File: src/rtl/dram_ref_pkg.sv
package dram_ref_pkg;

  typedef enum logic [2:0] {
    ST_PWRUP,
    ST_IDLE,
    ST_REQ,
    ST_CAS,
    ST_RAS,
    ST_PRE,
    ST_SLEEP,
    ST_EXIT
  } seq_state_e;

  function automatic int unsigned max_u(input int unsigned a, input int unsigned b);
    return (a > b) ? a : b;
  endfunction

endpackage

File: src/rtl/ref_tick_gen.sv
module ref_tick_gen #(
  parameter int unsigned INTERVAL = 780
) (
  input  logic clk_i,
  input  logic rst_ni,
  input  logic run_i,
  output logic tick_o
);
  localparam int unsigned W = $clog2(INTERVAL);

  logic [W-1:0] cnt_q;

  assign tick_o = run_i && (cnt_q == W'(INTERVAL - 1));

  always_ff @(posedge clk_i or negedge rst_ni) begin
    if (!rst_ni)     cnt_q <= '0;
    else if (!run_i) cnt_q <= '0;
    else if (tick_o) cnt_q <= '0;
    else             cnt_q <= cnt_q + 1'b1;
  end

  assert_tick_gap_R6: assert property (@(posedge clk_i) disable iff (!rst_ni)
    tick_o |=> !tick_o);

endmodule

File: src/rtl/ref_debt_ctr.sv
module ref_debt_ctr #(
  parameter int unsigned OWED_MAX = 8
) (
  input  logic                             clk_i,
  input  logic                             rst_ni,
  input  logic                             tick_i,
  input  logic                             done_i,
  output logic [$clog2(OWED_MAX+1)-1:0]    owed_o,
  output logic                             lost_o
);
  localparam int unsigned W = $clog2(OWED_MAX + 1);

  logic [W-1:0] owed_q;

  assign owed_o = owed_q;
  assign lost_o = tick_i && (owed_q == W'(OWED_MAX));

  always_ff @(posedge clk_i or negedge rst_ni) begin
    if (!rst_ni)                 owed_q <= '0;
    else if (lost_o)             owed_q <= '0;
    else if (tick_i && !done_i)  owed_q <= owed_q + 1'b1;
    else if (done_i && !tick_i)  owed_q <= owed_q - 1'b1;
  end

  assert_owed_bound_R8: assert property (@(posedge clk_i) disable iff (!rst_ni)
    owed_q <= W'(OWED_MAX));

  assert_done_has_debt_R7: assert property (@(posedge clk_i) disable iff (!rst_ni)
    done_i |-> (owed_q != '0));

endmodule

File: src/rtl/ref_seq_fsm.sv
module ref_seq_fsm import dram_ref_pkg::*; #(
  parameter int unsigned PWRUP_CYC    = 10000,
  parameter int unsigned INIT_CYC     = 8,
  parameter int unsigned CSR_CYC      = 1,
  parameter int unsigned RAS_CYC      = 2,
  parameter int unsigned PRE_CYC      = 1,
  parameter int unsigned SREF_CYC     = 5001,
  parameter int unsigned SREF_PRE_CYC = 3,
  parameter int unsigned OWED_W       = 4
) (
  input  logic              clk_i,
  input  logic              rst_ni,
  input  logic [OWED_W-1:0] owed_i,
  input  logic              lost_i,
  input  logic              ref_gnt_i,
  input  logic              sleep_req_i,
  output logic              ref_req_o,
  output logic              sleep_ack_o,
  output logic              ras_no,
  output logic              cas_no,
  output logic              run_o,
  output logic              done_o
);
  localparam int unsigned CNT_MAX = max_u(max_u(max_u(PWRUP_CYC, SREF_CYC), max_u(CSR_CYC, RAS_CYC)),
                                          max_u(PRE_CYC, SREF_PRE_CYC));
  localparam int unsigned CNT_W  = $clog2(CNT_MAX + 1);
  localparam int unsigned INIT_W = $clog2(INIT_CYC + 1);

  seq_state_e        state_q, state_d;
  logic [CNT_W-1:0]  cnt_q, cnt_d;
  logic [INIT_W-1:0] init_q;
  logic              cnt_zero, need_ref, ras_end;

  function automatic logic [CNT_W-1:0] ld(input int unsigned n);
    return CNT_W'(n - 1);
  endfunction

  assign cnt_zero = (cnt_q == '0);
  assign need_ref = (init_q != '0) || (owed_i != '0);
  assign ras_end  = (state_q == ST_RAS) && cnt_zero;

  always_comb begin
    state_d = state_q;
    cnt_d   = cnt_zero ? cnt_q : cnt_q - 1'b1;
    case (state_q)
      ST_PWRUP: if (cnt_zero) state_d = ST_IDLE;
      ST_IDLE:  if (need_ref || sleep_req_i) state_d = ST_REQ;
      ST_REQ:   if (ref_gnt_i) begin state_d = ST_CAS; cnt_d = ld(CSR_CYC); end
      ST_CAS: if (cnt_zero) begin
        // refresh debt wins over sleep entry
        if (!need_ref && sleep_req_i) begin state_d = ST_SLEEP; cnt_d = ld(SREF_CYC); end
        else                          begin state_d = ST_RAS;   cnt_d = ld(RAS_CYC);  end
      end
      ST_RAS: if (cnt_zero) begin state_d = ST_PRE; cnt_d = ld(PRE_CYC); end
      ST_PRE: if (cnt_zero) begin
        if (need_ref || sleep_req_i) begin state_d = ST_CAS; cnt_d = ld(CSR_CYC); end
        else                           state_d = ST_IDLE;
      end
      ST_SLEEP: if (cnt_zero && !sleep_req_i) begin state_d = ST_EXIT; cnt_d = ld(SREF_PRE_CYC); end
      ST_EXIT:  if (cnt_zero) state_d = ST_IDLE;
      default:  state_d = ST_IDLE;
    endcase
  end

  always_ff @(posedge clk_i or negedge rst_ni) begin
    if (!rst_ni) begin
      state_q <= ST_PWRUP;
      cnt_q   <= ld(PWRUP_CYC);
    end else begin
      state_q <= state_d;
      cnt_q   <= cnt_d;
    end
  end

  always_ff @(posedge clk_i or negedge rst_ni) begin
    if (!rst_ni)                        init_q <= INIT_W'(INIT_CYC);
    else if (lost_i)                    init_q <= INIT_W'(INIT_CYC);
    else if (ras_end && init_q != '0)   init_q <= init_q - 1'b1;
  end

  assign done_o      = ras_end && (init_q == '0) && (owed_i != '0);
  assign run_o       = (init_q == '0) && !(state_q inside {ST_PWRUP, ST_SLEEP, ST_EXIT});
  assign ras_no      = !(state_q inside {ST_RAS, ST_SLEEP});
  assign cas_no      = !(state_q inside {ST_CAS, ST_RAS, ST_SLEEP});
  assign ref_req_o   = !(state_q inside {ST_PWRUP, ST_IDLE});
  assign sleep_ack_o = (state_q == ST_SLEEP) && cnt_zero;

  assert_cbr_order_R4: assert property (@(posedge clk_i) disable iff (!rst_ni)
    $fell(ras_no) |-> $past(!cas_no));

  assert_gnt_before_cas_R7: assert property (@(posedge clk_i) disable iff (!rst_ni)
    $fell(cas_no) |-> $past(ref_gnt_i));

  assert_ack_after_ras_R9: assert property (@(posedge clk_i) disable iff (!rst_ni)
    $rose(sleep_ack_o) |-> $past(!ras_no));

  assert_exit_bus_held_R11: assert property (@(posedge clk_i) disable iff (!rst_ni)
    $fell(sleep_ack_o) |-> (ref_req_o && ras_no));

endmodule

File: src/rtl/dram_refresh_seq.sv
module dram_refresh_seq import dram_ref_pkg::*; #(
  parameter int unsigned PWRUP_CYC    = 10000,
  parameter int unsigned INIT_CYC     = 8,
  parameter int unsigned INTERVAL     = 780,
  parameter int unsigned CSR_CYC      = 1,
  parameter int unsigned RAS_CYC      = 2,
  parameter int unsigned PRE_CYC      = 1,
  parameter int unsigned SREF_CYC     = 5001,
  parameter int unsigned SREF_PRE_CYC = 3,
  parameter int unsigned OWED_MAX     = 8
) (
  input  logic clk_i,
  input  logic rst_ni,
  output logic ref_req_o,
  input  logic ref_gnt_i,
  input  logic sleep_req_i,
  output logic sleep_ack_o,
  output logic ras_no,
  output logic cas_no
);
  localparam int unsigned OWED_W = $clog2(OWED_MAX + 1);

  logic              run, tick, done, lost;
  logic [OWED_W-1:0] owed;

  ref_tick_gen #(.INTERVAL(INTERVAL)) u_tick (
    .clk_i (clk_i), .rst_ni(rst_ni), .run_i(run), .tick_o(tick)
  );

  ref_debt_ctr #(.OWED_MAX(OWED_MAX)) u_debt (
    .clk_i (clk_i), .rst_ni(rst_ni), .tick_i(tick), .done_i(done),
    .owed_o(owed), .lost_o(lost)
  );

  ref_seq_fsm #(
    .PWRUP_CYC(PWRUP_CYC), .INIT_CYC(INIT_CYC), .CSR_CYC(CSR_CYC), .RAS_CYC(RAS_CYC),
    .PRE_CYC(PRE_CYC), .SREF_CYC(SREF_CYC), .SREF_PRE_CYC(SREF_PRE_CYC), .OWED_W(OWED_W)
  ) u_fsm (
    .clk_i      (clk_i),
    .rst_ni     (rst_ni),
    .owed_i     (owed),
    .lost_i     (lost),
    .ref_gnt_i  (ref_gnt_i),
    .sleep_req_i(sleep_req_i),
    .ref_req_o  (ref_req_o),
    .sleep_ack_o(sleep_ack_o),
    .ras_no     (ras_no),
    .cas_no     (cas_no),
    .run_o      (run),
    .done_o     (done)
  );

endmodule

File: config.mk
export PLATFORM = sky130hd
export DESIGN_NAME = dram_refresh_seq
export DESIGN_NICKNAME = d
export VERILOG_FILES = /design/src/rtl/dram_ref_pkg.sv /design/src/rtl/ref_tick_gen.sv /design/src/rtl/ref_debt_ctr.sv /design/src/rtl/ref_seq_fsm.sv /design/src/rtl/dram_refresh_seq.sv
export SDC_FILE = /design/constraint.sdc
export NUM_CORES = 1
export LEC_CHECK = 0
export CORE_MARGIN = 1.5
export CORE_UTILIZATION = 55
export CTS_BUF_LIST = sky130_fd_sc_hd__clkbuf_4
export DETAILED_ROUTE_END_ITERATION = 10
export GPL_ROUTABILITY_DRIVEN = 0
export PLACE_DENSITY = 0.73
export RECOVER_POWER = 25
export SYNTH_ARGS = -nofsm -noshare
export SYNTH_HDL_FRONTEND = slang
export SYNTH_SLANG_ARGS = --single-unit
File: constraint.sdc
create_clock -name clk_i -period 4.74 [get_ports clk_i]
set_input_delay 0.948 -clock clk_i [delete_from_list [all_inputs] [get_ports clk_i]]
set_output_delay 0.948 -clock clk_i [all_outputs]
set_load 0.01 [all_outputs]
======== Yosys cells after proc, flatten, opt, wreduce, memory -nomap -nowiden ========
Index checks and enable logic that the tools add are counted.
operators by class
  $add $sub $neg .......................... 5
  equality and inequality tests ........... 16
  muxes and demuxes ....................... 26
  reduce and logical (&&, ||, !) cells .... 35
operator list
  operator               count
  $mux 14                7
  $pmux 14 s5            1
  $mux 3                 7
  $pmux 3 s7             1
  $mux 10                2
  $mux 4                 5
  $logic_not 14->1       1
  $sub 14x1->14 const B  1
  $mux 13                1
  $eq 3x3->1 const B     4
  $logic_and 1x1->1      12
  $ne 2x1->1 const B     6
  $add 10x1->10 const B  1
  $eq 10x10->1 const B   1
  $reduce_bool 3->1      3
  $logic_not 1->1        8
  $reduce_bool 4->1      2
  $sub 4x1->4 const B    2
  $reduce_and 7->1       1
  $eq 3x2->1 const B     2
  $reduce_bool 2->1      3
  $add 4x1->4 const B    1
  $eq 4x4->1 const B     1
  $logic_not 4->1        1
  other kinds (6)        8
word-level totals
  bits in registers ....................... 35
  input bits .............................. 4
  output and inout bits ................... 4
  logic and storage cells ................. 87

======== Longest topological paths before layout ========
  depth after elaboration ................. 10
  depth in mapped cells ................... 14
  gate-level depth less buffers ........... 13

======== Hierarchy ========
From an unflattened synthesis, not the netlist that was laid out.
second synthesis, totals
  cells, all modules ...................... 252
  area, all modules ....................... 2321.0 sq um
by module, submodules not included
  module        instances  cells an instance  area an instance (sq um)  sequential area each (sq um)
  ref_seq_fsm   1          168                1487.7                    536.8
  ref_tick_gen  1          50                 511.7                     250.2
  ref_debt_ctr  1          34                 321.6                     100.1

======== Worst setup path after synthesis ========
No wires, ideal clock.
  kind .................................... flip-flop to flip-flop
  start ................................... reg u_fsm.cnt_q[0]
  end ..................................... reg u_debt.owed_q[3], in the netlist u_debt.owed_o[3]
  library setup time ...................... 0.083 ns
  arrival ................................. 2.873 ns
  data required time ...................... 4.657 ns
  slack ................................... 1.784 ns
  stages on the path, launching flop included .. 15
  path buffers ............................ 1
  clock period less this slack ............ 2.956 ns
  cells stage by stage .................... dfstp_2 -> inv_1 -> ha_1 -> or4b_1 -> nor4_4 -> buf_2 -> nand4_1 -> ha_1 -> inv_1 -> ha_1 -> a21oi_1 -> a211oi_1 -> a31oi_1 -> nand3b_1 -> o21ai_0
on the way
  cells in the longest elaborated chain, start to end .. 8
  elaborated cells on any way between the ends .. 10
  classes of those cells .................. 2 x mux; 8 x reduce/logical
RTL lines
  item                              line                source
  start: declaration                ref_seq_fsm.sv:30   logic [CNT_W-1:0] cnt_q, cnt_d;
  start signal: assignment          ref_seq_fsm.sv:68   cnt_q <= ld(PWRUP_CYC);
  start signal: assignment          ref_seq_fsm.sv:71   cnt_q <= cnt_d;
  $logic_not 14->1 *                ref_seq_fsm.sv:38   assign cnt_zero = (cnt_q == '0);
  $logic_and 1x1->1 *               ref_seq_fsm.sv:40   assign ras_end = (state_q == ST_RAS) && cnt_zero;
  $logic_and 1x1->1 * (2 in a row)  ref_seq_fsm.sv:81   assign done_o = ras_end && (init_q == '0) && (owed_i != '0);
  $logic_not 1->1                   ref_debt_ctr.sv:21  else if (tick_i && !done_i) owed_q <= owed_q + 1'b1;
  $logic_and 1x1->1                 ref_debt_ctr.sv:21
  $mux 4                            ref_debt_ctr.sv:21
  $mux 4                            ref_debt_ctr.sv:20  else if (lost_o) owed_q <= '0;
  end signal: assignment            ref_debt_ctr.sv:21
  end signal: assignment            ref_debt_ctr.sv:22  else if (done_i && !tick_i) owed_q <= owed_q - 1'b1;
  end: declaration                  ref_debt_ctr.sv:13  logic [W-1:0] owed_q;
Every way passes the cells marked *; elsewhere a longest branch is shown, timed or not.
A chain may end at the register's enable or synchronous reset.

======== Worst setup path in the final report ========
  start ................................... reg u_fsm.cnt_q[0]
  end ..................................... out sleep_ack_o
on the way
  cells in the longest elaborated chain, start to end .. 2
RTL lines
  item               line                    source
  $logic_not 14->1   ref_seq_fsm.sv:38
  $logic_and 1x1->1  ref_seq_fsm.sv:86       assign sleep_ack_o = (state_q == ST_SLEEP) && cnt_zero;
  end: declaration   dram_refresh_seq.sv:17  output logic sleep_ack_o,
Every way passes these cells.

==> summary.md <==
| Metric | Value |
|---|---|
| Status | complete, but fails checks |
| Failing checks | max-capacitance violations, max-slew violations |
| Max-Cap Viols | 1 |
| Area delta synth->final | 8.11% |
| Total negative setup slack | 0 ns |
| Clock tree buffer depth | 2 |
| Vias/cell | 5.85 |
| Final min period | 3.73 ns |
| Final Hold Fails | 0 |
| Slew @ Worst Pin | 1.83 ns |
| Final nets | 267 |
| R2r setup slk | 1.53 ns |
| Final period utilization | 78.7% |
| Static leakage | 0.955 nW |
| Synth top area cells | dfrtp_1 (30%), dfstp_2 (11%), nor2_1 (5.7%), xnor2_1 (4.9%), ha_1 (4.6%) |
| Critical Path AT | 2.78 ns |
| Yosys warns | 0 |
| WL per Instance | 14.3 um |
| GR Util All Layers | 23.2% |
| CTS root buf | clkbuf_4 |
| Number of synthesized flops with an enable pin | 0 |
| GRT overflow | 0 |
| Post-Route WL | 4350 um |
| CP Max Fanout | 14 |
| Clk_lat worst skew | 0.34 ns |
| # DRC | 0 |
| Worst rel slew slack | -21.9% |
| Unique masters post-synth | 51 |
| Core area | 3720 sq um |
| Synth Net Count | 257 |
| Clock Sinks | 35 |
| CTS tree | built |
| Final slew viol count | 36 |
| Finished Layout Cells | 303 |
| Share of the synthesized area in the top cell type | 30.1% |
| Most frequent cells in the layout | nor2_1 (33), dfrtp_1 (26), nand2_1 (19) |
| Number of port buffers | 7 |
| Final setup viols | 0 |
| CTS H-Tree Depth | 2 |
| #FFs+latches synth | 35 |
| HPWL Detailed | 3130 um |
| Maximum vdd ir drop | 0.193 mV |
| Worst-case reg-to-reg path depth | 14 |
| Most common cell after layout, fill and taps aside | nor2_1 |
| Die W | 65.7 um |
| Initial DRT Pass Iterations | 4 |
| RSZ-0062 raised after global routing | false |
| Max frequency | 268 MHz |
| Primary FF master, synth | dfrtp_1 |
| Setup crit start kind | flop |
| Post-synthesis async set-or-reset flop share | 100% |
| Share of cells above drive strength 1 | 10.6% |
| Final Skew | 0.0115 ns |
| Setup Fix Bufs, Post-CTS | 0 |
| Reg clk slew, reported paths | 0.10 ns |
| Total CTS buffers | 5 |
| Critical path class | flop to output port |
| Full die area | 4310 sq um |
| Initial antenna violation count | 0 |
| Number of global-route vias before repair | 1721 |
| Post-CTS Resized | 0 |
| Site row count | 22 |
| Global-route wire length before repair | 7630 um |
| DRT iter0 DRCs | 139 |
| Netlist Area Pre-Place | 2160 sq um |
| Pwr dens | 204 nW/um^2 |
| Hold depth | 1 |
| Fillcell total | 343 |
| Hold_buf cts | 0 |
| Final Hold Slack | 0.485 ns |
| Largest net degree at the start of global routing | 36 |
| WP data required | 3.79 ns |
| Ports | 8 |
| Vias | 1773 |
| Final core utilization | 62.8% |
| Die Y | 65.7 um |
| Initial Util | 58.1% |
| Ant diodes | 0 |
| Synth Instances | 244 |
| Worst setup EP type | output port |
| Largest area contributor in the netlist | dfrtp_1 |
| Worst min path class | flop to flop |
| Routed Antenna Nets | 0 |
| DP Cell Count | 295 |
| Seq/Total Area, Yosys | 41.1% |
| Post-Syn Area per Cell | 8.85 sq um |
-- sequential cells by signal (all words and copies together), names as in the netlist --
signal,cells
u_debt.owed_o,4
u_fsm.cnt_q,14
u_fsm.init_q,4
u_fsm.state_q,3
u_tick.cnt_q,10
-- per-stage QoR --
step	cell area [sq um]	total power, mW	worst slack [ns]
CTS	2340	0.487	1.01
global placement	2280	0.316	1.46
detailed placement	2280	0.316	1.42
floorplan	2160	0.306	1.78
global route	2330	0.502	0.873
finish	2330	0.476	1.01
-- cells in the mapped netlist, types with 2 or more instances --
| master | instances |
|---|---|
| dfstp_2 | 9 |
| or2_2 | 2 |
| nand2_1 | 19 |
| o21ai_0 | 9 |
| o211ai_1 | 2 |
| and2_1 | 2 |
| clkbuf_1 | 5 |
| nor3_1 | 18 |
| nor2b_1 | 3 |
| o22ai_1 | 2 |
| nand2b_1 | 3 |
| a21oi_1 | 12 |
| xor2_1 | 7 |
| nor3b_1 | 2 |
| nand4_1 | 4 |
| xnor2_1 | 12 |
| nor4_1 | 5 |
| nand3_1 | 11 |
| nor2_1 | 33 |
| ha_1 | 8 |
| a211oi_1 | 3 |
| or4_1 | 2 |
| and3_1 | 3 |
| dfrtp_1 | 26 |
| inv_1 | 15 |
| nand3b_1 | 2 |
-- report_power, final --
part	internal (mW)	total [mW]	switching (mW)
Combinational	0.00272	0.0108	0.00807
Clock	0.0692	0.166	0.0971
Sequential	0.299	0.299	0
Total	0.371	0.476	0.105
-- layout make-up --
class	instances	area, sq um	area share (%)
multi-input combinational	187	1190	50.9
sequential	35	887	38.0
timing repair buffer	9	81.3	3.48
inverter	16	60.1	2.57
tap	48	60.1	2.57
clock buffer	7	52.6	2.25
clock inverter	1	5.00	0.214
-- routing by layer --
metal,vias up,part of all wire (%),GRT usage (%)
met2,39,47,38.5
met1,842,47,29.1
met3,6,4.9,7.71
met4,0,1.0,5.99
li1,886,-,-
met5,-,0,0
-- kinds of logic after synthesis --
group	Yosys count	share of synthesized area (%)
XOR/XNOR	19	7.71
multiplexers	1	0.521
AND/OR/NAND/NOR	118	28.6
AO/OA/AOI/OAI	40	12.6
flip-flops	35	41.1
adder cells (fa/ha/maj)	9	5.56
buffers and inverters	22	3.88
-- path summary, 6_finish.rpt --
path                                            from                           end
max                         u_fsm.cnt_q[0]$_DFF_PN1_                   sleep_ack_o
min                        u_tick.cnt_q[0]$_DFF_PN0_     u_tick.cnt_q[0]$_DFF_PN0_
max reg2reg                 u_fsm.cnt_q[0]$_DFF_PN1_  u_debt.owed_o[3]$_DFFE_PN0P_
min reg2reg                u_tick.cnt_q[0]$_DFF_PN0_     u_tick.cnt_q[0]$_DFF_PN0_
max in group asynchronous                     rst_ni   u_fsm.init_q[2]$_DFFE_PN0P_
min in group asynchronous                     rst_ni  u_fsm.state_q[0]$_DFFE_PN0P_
-- worst max-delay path, cell delays in order, from the launching register on --
cell and delay [ns]:
dfstp_2 0.40, inv_1 0.09, ha_1 0.24, or4b_1 0.55, nor4_4 0.16, buf_4 0.23
inv_2 0.13, nor2_1 0.12, clkdlybuf4s50_1 0.53
Power figures use the tool's default switching activity.
